<file path="src/rtl/ofs_seq_pkg.sv">
package ofs_seq_pkg;

  // Bus position of chunk bit j; with parity lanes, bit 8 of every byte lane is skipped.
  function automatic int lane_pos(input int j, input bit par_lanes);
    return par_lanes ? 9 * (j / 8) + (j % 8) : j;
  endfunction

  // Mask of bus bits that carry chunk bits.
  function automatic logic [63:0] lane_mask(input int bpc, input bit par_lanes);
    logic [63:0] m;
    m = '0;
    for (int j = 0; j < bpc; j++) m[lane_pos(j, par_lanes)] = 1'b1;
    return m;
  endfunction

endpackage

</file>
<file path="src/rtl/ofs_lane_map.sv">
module ofs_lane_map
  import ofs_seq_pkg::*;
#(
  parameter int BUS_W        = 9,
  parameter int BPC          = 8,
  parameter bit PARITY_LANES = 1'b0
) (
  input  logic [BUS_W-1:0] bus_in,
  output logic [BPC-1:0]   chunk_out,
  input  logic [BPC-1:0]   chunk_in,
  output logic [BUS_W-1:0] bus_out
);

  for (genvar j = 0; j < BPC; j++) begin : g_lane
    localparam int POS = lane_pos(j, PARITY_LANES);
    assign chunk_out[j] = bus_in[POS];
  end

  always_comb begin
    bus_out = '0;
    for (int j = 0; j < BPC; j++) bus_out[lane_pos(j, PARITY_LANES)] = chunk_in[j];
  end

endmodule

</file>
<file path="src/rtl/ofs_seq_ptr.sv">
module ofs_seq_ptr #(
  parameter int TOTAL = 6,
  localparam int PW   = (TOTAL > 2) ? $clog2(TOTAL) : 1
) (
  input  logic          clk,
  input  logic          rst_n,
  input  logic          adv,
  output logic [PW-1:0] ptr
);

  localparam logic [PW-1:0] LAST = PW'(TOTAL - 1);

  always_ff @(posedge clk) begin
    if (!rst_n)       ptr <= '0;
    else if (adv)     ptr <= (ptr == LAST) ? '0 : ptr + 1'b1;
  end

  p_ptr_bound_r9: assert property (@(posedge clk) disable iff (!rst_n)
    int'(ptr) < TOTAL);
  p_ptr_wrap_r9: assert property (@(posedge clk) disable iff (!rst_n)
    adv && ptr == LAST |=> ptr == '0);
  p_ptr_step_r2: assert property (@(posedge clk) disable iff (!rst_n)
    adv && ptr != LAST |=> ptr == $past(ptr) + 1'b1);
  p_ptr_hold_r8: assert property (@(posedge clk) disable iff (!rst_n)
    !adv |=> $stable(ptr));

endmodule

</file>
<file path="src/rtl/ofs_load_seq.sv">
module ofs_load_seq
  import ofs_seq_pkg::*;
#(
  parameter int BUS_W        = 9,
  parameter int OFS_W        = 18,
  parameter bit PARITY_LANES = 1'b0,
  parameter int AE_DEF       = 5,
  parameter int AF_DEF       = 9
) (
  input  logic             clk,
  input  logic             rst_n,
  input  logic             prg_ld,
  input  logic             prg_rd,
  input  logic [BUS_W-1:0] bus_wdata,
  output logic [BUS_W-1:0] bus_rdata,
  output logic [OFS_W-1:0] ae_ofs,
  output logic [OFS_W-1:0] af_ofs,
  output logic             rd_viol
);

  localparam int BPC   = 8 * (BUS_W / 9);
  localparam int CPR   = (OFS_W + BPC - 1) / BPC;
  localparam int TOTAL = 2 * CPR;
  localparam int PW    = (TOTAL > 2) ? $clog2(TOTAL) : 1;
  localparam int EXT   = CPR * BPC;
  localparam logic [EXT-1:0]   VMASK = EXT'({OFS_W{1'b1}});
  localparam logic [BUS_W-1:0] LANES = BUS_W'(lane_mask(BPC, PARITY_LANES));

  logic [PW-1:0]    ptr, idx;
  logic             in_af, rd_prev, rd_acc, adv;
  int               shamt;
  logic [BPC-1:0]   wchunk, rchunk;
  logic [BUS_W-1:0] rbus;
  logic [EXT-1:0]   ae_q, af_q, sel_ext, wr_ext, src_ext;

  assign rd_acc = prg_rd && !rd_prev && !prg_ld;
  assign adv    = prg_ld || rd_acc;

  ofs_seq_ptr #(.TOTAL(TOTAL)) u_ptr (
    .clk(clk), .rst_n(rst_n), .adv(adv), .ptr(ptr)
  );

  ofs_lane_map #(.BUS_W(BUS_W), .BPC(BPC), .PARITY_LANES(PARITY_LANES)) u_map (
    .bus_in(bus_wdata), .chunk_out(wchunk), .chunk_in(rchunk), .bus_out(rbus)
  );

  always_comb begin
    in_af   = ptr >= PW'(CPR);
    idx     = in_af ? ptr - PW'(CPR) : ptr;
    shamt   = int'(idx) * BPC;
    sel_ext = EXT'({BPC{1'b1}}) << shamt;
    wr_ext  = (EXT'(wchunk) << shamt) & sel_ext & VMASK;
    src_ext = in_af ? af_q : ae_q;
    rchunk  = BPC'(src_ext >> shamt);
  end

  always_ff @(posedge clk) begin
    if (!rst_n) begin
      ae_q      <= EXT'(AE_DEF) & VMASK;
      af_q      <= EXT'(AF_DEF) & VMASK;
      rd_prev   <= 1'b0;
      rd_viol   <= 1'b0;
      bus_rdata <= '0;
    end else begin
      rd_prev <= prg_rd;
      rd_viol <= prg_rd && rd_prev;
      if (prg_ld) begin
        if (in_af) af_q <= (af_q & ~sel_ext) | wr_ext;
        else       ae_q <= (ae_q & ~sel_ext) | wr_ext;
      end
      if (rd_acc) bus_rdata <= rbus;
    end
  end

  assign ae_ofs = ae_q[OFS_W-1:0];
  assign af_ofs = af_q[OFS_W-1:0];

  p_viol_cause_r8: assert property (@(posedge clk) disable iff (!rst_n)
    rd_viol |-> $past(prg_rd) && $past(prg_rd, 2));
  p_refused_hold_r8: assert property (@(posedge clk) disable iff (!rst_n)
    rd_viol |-> $stable(bus_rdata));
  p_collision_r10: assert property (@(posedge clk) disable iff (!rst_n)
    prg_ld && prg_rd |=> $stable(bus_rdata));
  p_rdata_lanes_r5: assert property (@(posedge clk) disable iff (!rst_n)
    (bus_rdata & ~LANES) == '0);
  p_ae_untouched_r2: assert property (@(posedge clk) disable iff (!rst_n)
    prg_ld && in_af |=> $stable(ae_ofs));
  p_af_untouched_r2: assert property (@(posedge clk) disable iff (!rst_n)
    prg_ld && !in_af |=> $stable(af_ofs));

endmodule

</file>
<file path="config.mk">
export PLATFORM = sky130hd
export DESIGN_NAME = ofs_load_seq
export DESIGN_NICKNAME = d
export VERILOG_FILES = /design/src/rtl/ofs_seq_pkg.sv /design/src/rtl/ofs_lane_map.sv /design/src/rtl/ofs_seq_ptr.sv /design/src/rtl/ofs_load_seq.sv
export SDC_FILE = /design/constraint.sdc
export NUM_CORES = 1
export LEC_CHECK = 0
export BUFFER_PORTS_ARGS = -buffer_cell sky130_fd_sc_hd__clkbuf_2
export CAP_MARGIN = 10
export CORE_UTILIZATION = 52
export CTS_BUF_LIST = sky130_fd_sc_hd__clkbuf_8
export CTS_CLUSTER_SIZE = 14
export DETAILED_ROUTE_END_ITERATION = 8
export PLACE_DENSITY_LB_ADDON = 0.3
export SYNTH_ARGS = -nofsm -noshare
export SYNTH_HDL_FRONTEND = slang
export SYNTH_HIERARCHICAL = 1
export SYNTH_SLANG_ARGS = --single-unit
</file>
<file path="constraint.sdc">
create_clock -name clk -period 2.05 [get_ports clk]
set_input_delay 0.205 -clock clk [delete_from_list [all_inputs] [get_ports clk]]
set_output_delay 0.205 -clock clk [all_outputs]
set_load 0.02 [all_outputs]
</file>
# == Word-level counts from Yosys, hierarchy flattened ==
# Cells that the tools add are included.
# totals
in_bits,13
elab_cells,31
regBits,61
# classes
magnitude_cmp,1
n_shift,3
add_sub_neg,2
n_eq_ne,1
n_bitwise,7
reduce_logical,8
mux,3
# ops
cell,n
$and A24 B24 Y24,2
$or A24 B18 Y24,2
$mux W24,1
$not A24 Y24,1
$shl A8 B6 Y24 const A,1
$shr A24 B6 Y8,1
$and A18 B18 Y18,1
$shl A8 B6 Y18,1
$mux W3,2
$reduce_and A2 Y1,2
$add A3 B1 Y3 const B,1
$eq A3 B3 Y1 const B,1
$ge A3 B2 Y1 const B,1
$logic_and A1 B1 Y1,3
$sub A3 B2 Y3 const B,1
$logic_not A1 Y1,2
$logic_or A1 B1 Y1,1
$not A1 Y1,1

# == Depth between registers and ports, before layout ==
# Gate-level depths: netlist of the first run.
# logic_depth
ltp_word,6
ltp_mapped,11

# == Cells and area by module ==
# Netlist of the first run, hierarchy kept.
# by_module_without_submodules
module,cells_per_inst,area_per_inst_um2,seq_area_each_um2,n_inst
ofs_load_seq,311,2902.8,1181.1,1
ofs_lane_map,18,131.4,0.0,1
ofs_seq_ptr,11,127.6,60.1,1

# == Worst setup path after synthesis of the first run ==
# No wires, ideal clock.
# synth_path
path_type,register to register
start,register u_ptr.ptr[0]
end,register bus_rdata[6]
t_arrival_ns,2.076
period_less_slack_ns,2.192
path_buffers,3
stages_incl_launch_ff,12
path_slack_ns,-0.142
cell_sequence,dfxtp_1 > ha_1 > ha_1 > or3_1 > buf_2 > and2_1 > buf_6 > a221oi_2 > a221oi_2 > buf_4 > mux2i_1 > nor2b_1
# synth_between
elab_chain_cells,3
elab_cells_between_ends,5
# synth_rtl
element,line,text
"start, declared",ofs_seq_ptr.sv:8,output logic [PW-1:0] ptr
"start signal, assigned",ofs_seq_ptr.sv:15,else if (adv) ptr <= (ptr == LAST) ? '0 : ptr + 1'b1;
$sub A3 B2 Y3 or $ge A3 B2 Y1 (tied branches),"ofs_load_seq.sv:49, ofs_load_seq.sv:48",
$mux W3 or $mux W24 (tied branches),"ofs_load_seq.sv:49, ofs_load_seq.sv:53",
$shr A24 B6 Y8 *,ofs_load_seq.sv:54,rchunk = BPC'(src_ext >> shamt);
named net rchunk[6],ofs_load_seq.sv:32,"logic [BPC-1:0] wchunk, rchunk;"
"end signal, assigned",ofs_load_seq.sv:71,if (rd_acc) bus_rdata <= rbus;
"end, declared",ofs_load_seq.sv:15,"output logic [BUS_W-1:0] bus_rdata,"
# The timed path passes the listed nets; every way through them passes the cells marked *.
# A chain may end at the register's enable or synchronous reset.

# == Final worst setup path of the first run ==
# layout_path
start,register u_ptr.ptr[0]
end,register bus_rdata[0]
# Same word-level chain as after synthesis.

==> results of run 1 <==
-- power breakdown --
group          total, mW  leakage (nW)  switching (mW)  internal (mW)
Sequential          1.28         0.504          0.0304           1.25
Combinational      0.544         0.882           0.321          0.223
Clock              0.928        0.0990           0.445          0.483
-- cells in the final DEF, fill, tap and decap left out, types with 8 or more instances in the layout --
cell / Yosys / layout
and2_1: 10 / 9
and3_1: 12 / 12
nand2_1: 41 / 41
clkbuf_8: 0 / 11
clkbuf_2: 1 / 57
mux2i_1: 31 / 31
dfxtp_1: 62 / 59
buf_4: 54 / 14
nor2b_1: 34 / 34
a21boi_0: 16 / 16
o21ai_0: 9 / 8
-- cells in the mapped netlist, types with 3 or more instances --
cell type,number
and3_1,12
a21boi_0,16
nor2_1,3
o32ai_1,7
buf_2,4
a22oi_1,7
a211oi_1,5
nand2_1,41
clkbuf_1,8
nor2b_1,34
buf_4,54
o21ai_0,9
mux2i_1,31
and2_1,10
dfxtp_1,62
nor2_2,3
nand3_1,3
-- worst max path at each step --
stage / slack [ps] / end / cells after the start
2_1_floorplan: -30 / bus_rdata[6] / 11
3_3_place_gp: 60 / flip-flop / 9
3_5_place_dp: -5 / bus_rdata[3] / 8
4_1_cts: 10 / bus_rdata[3] / 9
5_1_grt: -8 / flip-flop / 9
6_report: 70 / bus_rdata[0] / 9
-- kinds of logic (layout without fill, tap and decap cells) --
logic type	Yosys count	after routing	synth area share (%)
multiplexers	34	34	11.00
AND/OR/NAND/NOR	119	119	21.17
AO/OA/AOI/OAI	51	51	11.99
buffers and inverters	70	91	15.39
other	1	1	0.1186
XOR/XNOR	1	1	0.2771
adder cells (fa/ha/maj)	2	2	0.7913
flip-flops	62	62	39.26
-- worst register-to-register path, cell delays in order, from the launching register on --
cell and delay [ps]:
dfxtp_2 340, ha_4 160, ha_4 170, nor3_2 180
buf_12 180, nand2_1 50, and3_1 160, o32ai_1 420
mux2i_1 140, nor2b_1 130
-- routing by layer --
layer  track usage [%]  share of wire [%]
met1             30.78                 47
met2             33.50                 45
met3             6.171                6.6
met4             8.036                1.3
met5                 0                  0
-- per-stage QoR --
step | area, um2 | hold slack [ps] | utilization (%)
after floorplan | 3197 | 322.5 | -
after global placement | 3247 | 439.5 | 55.17
after detailed placement | 3247 | 443.9 | 55.17
after CTS | 3425 | 84.11 | 58.18
after global routing | 3486 | 122.6 | 59.23
final | 3486 | 95.99 | 59.23
-- repair_timing --
item                                   4_1_cts  5_1_grt
gates resized for setup                      2       14
setup endpoints to repair                    1       15
pin swaps                                    0        1
endpoints found under the hold margin        0        0
gates cloned                                 0        0
-- area by class of cell --
type	instances	area, um2	area share (%)
Clock inverter	4	16.27	0.4666
Multi-Input combinational cell	208	1523	43.68
Tap cell	75	93.84	2.692
Inverter	1	3.754	0.1077
Sequential cell	62	1245	35.71
Clock buffer	11	151.4	4.343
Timing Repair Buffer	75	452.9	12.99
==> results.cfg, run 1 <==
[pwr]
vdd_drop_max_mv = 0.4617
p_leak_nw = 1.484
totalPowerFinal_mw = 2.750
p_per_area_nw_per_um2 = 788.9

[sta]
fin_crit_ps = 1984
period_share_pct = 96.80
final.setup.tns_ps = 0
rsz0062_at_grt = true
finalMaxSlewViolations = 0
setup_violations = 0
slew_headroom_pct = 61.25
clock_skew_ps = 5.402
clock.fmax_ghz = 0.5039
worst_pin_slew_ps = 580.7
final_hold_viol_count = 0
fin_ws_ps = 65.60

[critical_path]
crit_family = simple AND/OR/NAND/NOR gates
crit_path_max_fanout = 11
criticalPathCategory = flip-flop to flip-flop
rr_endpoint = bus_rdata[0]
r2r-start = u_ptr/ptr[0]
endpoint_kind = flip-flop
critPathRequiredTime_ps = 2320
crit_chain = ha_4, ha_4, nor3_2, buf_12, nand2_1, and3_1, o32ai_1, mux2i_1, nor2b_1
cp_common_cell = ha_4
ff2ff_setup_slack_ps = 70
cp-start-kind = flip-flop
crit_path_top_delay_cell = o32ai_1
r2r_cells = 9
crit_arrival_ps = 2260
startpoint = u_ptr/ptr[0]
crit_buf_inv = 1
cp_slowest_stage_delay_ps = 420

[global_route]
grt_antenna_before_repair = 0
grt_pass1_vias = 2137
grt_use_total_pct = 22.45
overflow = 0
grt_pass1_wl_um = 10630
grt_max_degree = 31

[placement]
portBuffers = 57
dpl.hpwl_um = 4725
place.gp.congestion = 0.8423
dp_cells = 421
dp_slack_ps = -5.346

[clock_network]
path_clk_slew_ps = 60
cts_buffer_depth = 2
htree_num_levels = 3
cts_tree = done
cts_buffers = 9
cts.sinks = 62
post_cts_buffers = 0
cts_hold_buf = 0
clk_latency_ps = 340
cts_root_buffer = clkbuf_8

[logic_synthesis]
synth_edf_count = 0
synthDistinctLibCells = 40
syn_area_per_cell_um2 = 9.299
synth_ff_type = dfxtp_1
yosys_warnings = 6
syn_nets = 355
synth_area_leaders = dfxtp_1 39%, buf_4 13%, mux2i_1 9.8%
synthCells = 340
synthArstFlopShare_pct = 0
seq_area_frac_synth_pct = 39.26
synth_top_area_cell = dfxtp_1
synth_top_area_share_pct = 39.26
syn-cell-area_um2 = 3162
synth.ff_latch_count = 62

[floorplanning]
die_x_um = 79.98
die_y_um = 79.98
die_area_um2 = 6396
initial_core_util_pct = 53.72
rows = 28
coreArea_um2 = 5886
num_io_pins = 59

[run_status]
violations = design-rule violations
outcome = complete, but fails checks

[route]
drt-pass1-iter-count = 6
wl_per_cell_um = 15.41
drt_iter0_drc = 126
viasPerCell = 5.314
routed_wl_um = 6718
ant_nets = 0
drc = 1
via_count = 2317

[cells_and_area]
syn2layout_area_growth_pct = 10.25
stdcell_count = 436
fillers = 525
fin_nets = 372
layout-drive-gt1-share_pct = 31.86
antenna_cells = 0

[worst_hold_path]
hold_depth = 2
min_to = rd_prev
hold_path.class = primary input to flip-flop
min_from = prg_rd

[job]
max-cap-violations = 0
Power figures use the tool's default switching activity.
==> inputs of run 2 (changes only) <==
--- a/config.mk
+++ b/config.mk
@@ -18 +18,2 @@
 export SYNTH_SLANG_ARGS = --single-unit
+export TNS_END_PERCENT = 20
==> constraint.sdc (replaced) <==
create_clock -name clk -period 2.05 [get_ports clk]
set_input_delay 0.41 -clock clk [delete_from_list [all_inputs] [get_ports clk]]
set_output_delay 0.41 -clock clk [all_outputs]
set_load 0.02 [all_outputs]
==> run 2 against run 1 <==
Against the previous run: the flow now finishes without violations; combinational power is 3% higher; via count grew 0.22%; flip-flop and latch count unchanged; register-to-register slack got worse by 50 ps; clock skew is essentially flat; die area unchanged; final cell count up 1.1%; hold slack gained 200 ps; global-route usage is 0.25 points lower; total power is 12% higher; sequential power about the same; critical path type unchanged.
==> results.cfg, run 2 (synthesis gave the netlist of run 1 again) <==
[sta]
final_hold_viol_count = 0
worst_pin_slew_ps = 577.6
rsz0062_at_grt = true
whs_ps = 294.4
period_share_pct = 99.26
slew_headroom_pct = 61.45
setup_violations = 0
fin_ws_ps = 15.08
finalMaxSlewViolations = 0
clock_skew_ps = 5.736
clock.fmax_ghz = 0.4914
fin_crit_ps = 2035

[critical_path]
r2r-start = u_ptr/ptr[0]
cp-start-kind = flip-flop
critPathRequiredTime_ps = 2290
endpoint_kind = flip-flop
r2r_cells = 8
startpoint = u_ptr/ptr[0]
criticalPathCategory = flip-flop to flip-flop
rr_endpoint = bus_rdata[6]
crit_chain = ha_1, ha_2, or3_1, and2_2, a221oi_2, a221oi_4, mux2i_1, nor2b_1
crit_path_max_fanout = 8
crit_path_top_delay_cell = or3_1
ff2ff_setup_slack_ps = 20
cp_slowest_stage_delay_ps = 350
crit_end = bus_rdata[6]
crit_arrival_ps = 2270

[floorplanning]
coreArea_um2 = 5886
die_y_um = 79.98
rows = 28
die_x_um = 79.98
initial_core_util_pct = 53.72
num_io_pins = 59
die_area_um2 = 6396

[route]
wl_per_cell_um = 15.70
drc = 0
ant_nets = 0
routed_wl_um = 6925
drt_iter0_drc = 146
drt-pass1-iter-count = 4
viasPerCell = 5.265
via_count = 2322

[cells_and_area]
layout-drive-gt1-share_pct = 33.33
antenna_cells = 0
fin_area_um2 = 3558
final_common_cell = dfxtp_1
fin_nets = 376
syn2layout_area_growth_pct = 12.54
final_core_util_pct = 60.46
final_cell_mix = 60 x dfxtp_1, 57 x clkbuf_2, 41 x nand2_1

[clock_network]
clk_latency_ps = 340
htree_num_levels = 3
path_clk_slew_ps = 70
cts_buffers = 9
cts_hold_buf = 0
cts.sinks = 62
cts_root_buffer = clkbuf_8
cts_buffer_depth = 2
cts_tree = done

[placement]
portBuffers = 57
dp_slack_ps = 0.5758
dpl_cell_area_um2 = 3213
dpl.hpwl_um = 4710
place.gp.congestion = 0.9138

[pwr]
p_leak_nw = 1.519
seqPwrFrac_pct = 41.4
p_sw_mw = 0.8237
power_frac_comb_pct = 18.2
switching_share_pct = 26.75
internal_power_mw = 2.255
p_per_area_nw_per_um2 = 865.3
vdd_drop_max_mv = 0.7348
clkPwrFrac_pct = 40.4

[worst_hold_path]
min_from = prg_rd
hold_path.class = primary input to flip-flop

[job]
max-cap-violations = 0

[global_route]
grt_pass1_vias = 2045
grt_max_degree = 55
grt_antenna_before_repair = 0
overflow = 0
grt_use_total_pct = 22.20
grt_pass1_wl_um = 10450

[run_status]
outcome = finished clean
[run 2: changes by cell type in the layout (fill, tap and decap cells not counted), moves of 2 or more]
cell	before	now
buf_4	14	21
bufinv_16	0	2
buf_12	2	0
inv_1	4	2
ha_4	2	0
[run 2: cell type report]
| cell class | count | area [um2] |
|---|---|---|
| tap | 75 | 93.84 |
| clock buffer | 12 | 165.2 |
| sequential | 62 | 1244 |
| fill | 523 | 2327 |
| clock inverter | 4 | 68.82 |
| inverter | 1 | 3.754 |
| timing repair buffer | 79 | 454.2 |
| multi-input combinational | 208 | 1529 |
[run 2: worst max-delay path, delay by kind of cell, from the launching register on]
family | cells | cell delay, ps
adder cells (fa/ha/maj) | 2 | 380
multiplexers | 1 | 140
flip-flops | 1 | 320
AO/OA/AOI/OAI | 2 | 400
AND/OR/NAND/NOR | 3 | 710
[run 2: per-stage QoR]
step / cells / power, mW / TNS (ps)
after floorplan: 340 / 1.727 / -379.6
after global placement: 423 / 1.787 / 0
after detailed placement: 423 / 1.794 / 0
after CTS: 439 / 3.036 / 0
after global routing: 441 / 3.195 / -178.9
final: 441 / 3.079 / 0
[run 2: per-layer routing]
metal  vias up  global-route usage (%)  part of all wire (%)
met3        13                   6.971                   6.7
met1      1078                   30.48                    45
met5         -                       0                     0
met4         0                   6.964                   1.6
li1       1157                       -                     -
met2        74                   32.91                    46
[run 2: power by group through the flow]
| stage | sequential (mW) | clock (mW) | combinational [mW] |
|---|---|---|---|
| 2_1_floorplan | 1.31 | 0 | 0.414 |
| 3_3_place_gp | 1.30 | 0 | 0.486 |
| 3_5_place_dp | 1.30 | 0 | 0.492 |
| 4_1_cts | 1.27 | 1.27 | 0.495 |
| 5_1_grt | 1.28 | 1.31 | 0.601 |
| 6_report | 1.28 | 1.24 | 0.560 |
[run 2: worst min-delay path by stage]
stage | slack [ps] | depth (start not counted) | end
CTS | 290 | 2 | rd_prev
detailed placement | 450 | 1 | af_q[20]
floorplan | 430 | 1 | af_q[18]
global placement | 450 | 1 | af_q[23]
finish | 290 | 2 | rd_prev
global route | 300 | 2 | rd_prev
[run 2: repair_timing]
item                       in CTS  in global routing
pin swaps                       1                  1
gates resized for setup         0                 18
buffers inserted                0                  2
setup endpoints to repair       1                  8
==> inputs of run 3 (changes only) <==
Settings changed: PLACE_DENSITY_LB_ADDON 0.3 to 0.08.
==> run 3 against run 2 <==
Against the previous run: utilization fell by 0.38 points; first-iteration DRC count is 32% lower; flip-flop and latch count is the same; die area stayed put; critical path depth unchanged; final cell count down 1.1%; wire length is 0.19% higher; count of clock-buffer cells in the layout down 1; setup slack improved by 11 ps; register-to-register slack about the same; critical path type unchanged; largest cell class unchanged; highest routed layer unchanged.
==> results.cfg, run 3 (synthesis gave the netlist of run 1 again) <==
[global_route]
grt_use_total_pct = 23.63
overflow = 0
grt_pass1_vias = 2121
grt_pass1_wl_um = 10970
grt_antenna_before_repair = 0
grt_max_degree = 31

[sta]
worst_pin_slew_ps = 594.7
clock.fmax_ghz = 0.4940
finalMaxSlewViolations = 0
clock_skew_ps = 7.069
slew_headroom_pct = 60.31
whs_ps = 307.1
final.setup.tns_ps = 0
final_hold_viol_count = 0
fin_crit_ps = 2024
period_share_pct = 98.75
setup_violations = 0
rsz0062_at_grt = true

[route]
drt-pass1-iter-count = 4
viasPerCell = 5.372
routed_wl_um = 6938
ant_nets = 0
wl_per_cell_um = 15.91
drt_iter0_drc = 100
via_count = 2342
drc = 0

[floorplanning]
die_y_um = 79.98
die_area_um2 = 6396
num_io_pins = 59
initial_core_util_pct = 53.72
rows = 28
die_x_um = 79.98
coreArea_um2 = 5886

[pwr]
p_leak_nw = 1.483
p_per_area_nw_per_um2 = 779.0
vdd_drop_max_mv = 0.3880
totalPowerFinal_mw = 2.755

[cells_and_area]
final_cell_mix = 60 x dfxtp_1, 57 x clkbuf_2, 41 x nand2_1
fin_nets = 374
antenna_cells = 0
syn2layout_area_growth_pct = 11.83
layout-drive-gt1-share_pct = 33.80
final_common_cell = dfxtp_1

[clock_network]
cts_buffer_depth = 2
path_clk_slew_ps = 60
cts_buffers = 9
htree_num_levels = 3
cts_root_buffer = clkbuf_8
cts_hold_buf = 0
clk_latency_ps = 330
cts_tree = done
cts.sinks = 62

[worst_hold_path]
hold_path.class = primary input to flip-flop

[placement]
place.gp.congestion = 0.8720
dpl.hpwl_um = 4846
portBuffers = 57

[critical_path]
cp-start-kind = flip-flop
crit_arrival_ps = 2250
critPathRequiredTime_ps = 2280
criticalPathCategory = flip-flop to flip-flop
endpoint_kind = flip-flop
crit_path_max_fanout = 8

[run_status]
outcome = finished clean

[job]
max-cap-violations = 0
==> run 3: worst paths after layout <==
check	start	endpoint	slack (ps)	depth (start not counted)
min reg2reg	af_q[19]	af_q[19]	470	1
max reg2reg	u_ptr/ptr[1]	bus_rdata[2]	30	8
min	prg_rd	rd_prev	310	2
max	u_ptr/ptr[1]	bus_rdata[2]	30	8
==> run 3: metrics by stage <==
step                      util (%)  std cells  worst slack [ps]  instance area [um2]
after floorplan                  -        340            -84.92                 3169
after global placement       55.02        423            -26.72                 3238
after detailed placement     55.02        423            -100.1                 3238
after CTS                    58.16        436            -39.22                 3423
after global routing         60.08        436            -30.65                 3536
final                        60.08        436             25.68                 3536
==> run 3: layout make-up <==
type                            count  area (um2)
Fill cell                         543        2350
Multi-Input combinational cell    208        1562
Sequential cell                    62        1244
Timing Repair Buffer               77       471.7
Clock buffer                       11       151.4
Tap cell                           75       93.84
Clock inverter                      2       10.01
Inverter                            1       3.754
==> run 3: layer usage <==
layer | global-route usage, % | wire length [um] | vias up
met5 | 0 | 0 | -
met4 | 11.25 | 204 | 0
met3 | 6.629 | 341 | 15
met2 | 32.56 | 2992 | 58
met1 | 33.43 | 3401 | 1117
li1 | - | - | 1152
==> run 3: worst max-delay path, stage by stage (launching register included) <==
cell     delay (ps)
dfxtp_2         330
ha_4            160
ha_4            170
or3_1           350
and2_2          300
a22oi_1         260
o32ai_1         140
mux2i_1         150
nor2b_1          60
==> run 3: where the power goes <==
part | leakage, nW | total (mW) | internal [mW] | switching (mW)
Sequential | 0.503 | 1.28 | 1.25 | 0.0303
Clock | 0.0869 | 0.898 | 0.479 | 0.418
Combinational | 0.893 | 0.579 | 0.242 | 0.336
==> run 3: timing repair <==
action                                  CTS  global route
pin swaps                                 0             5
buffers inserted                          0             1
endpoints found under the setup margin   14            16
resized for setup                         5            19
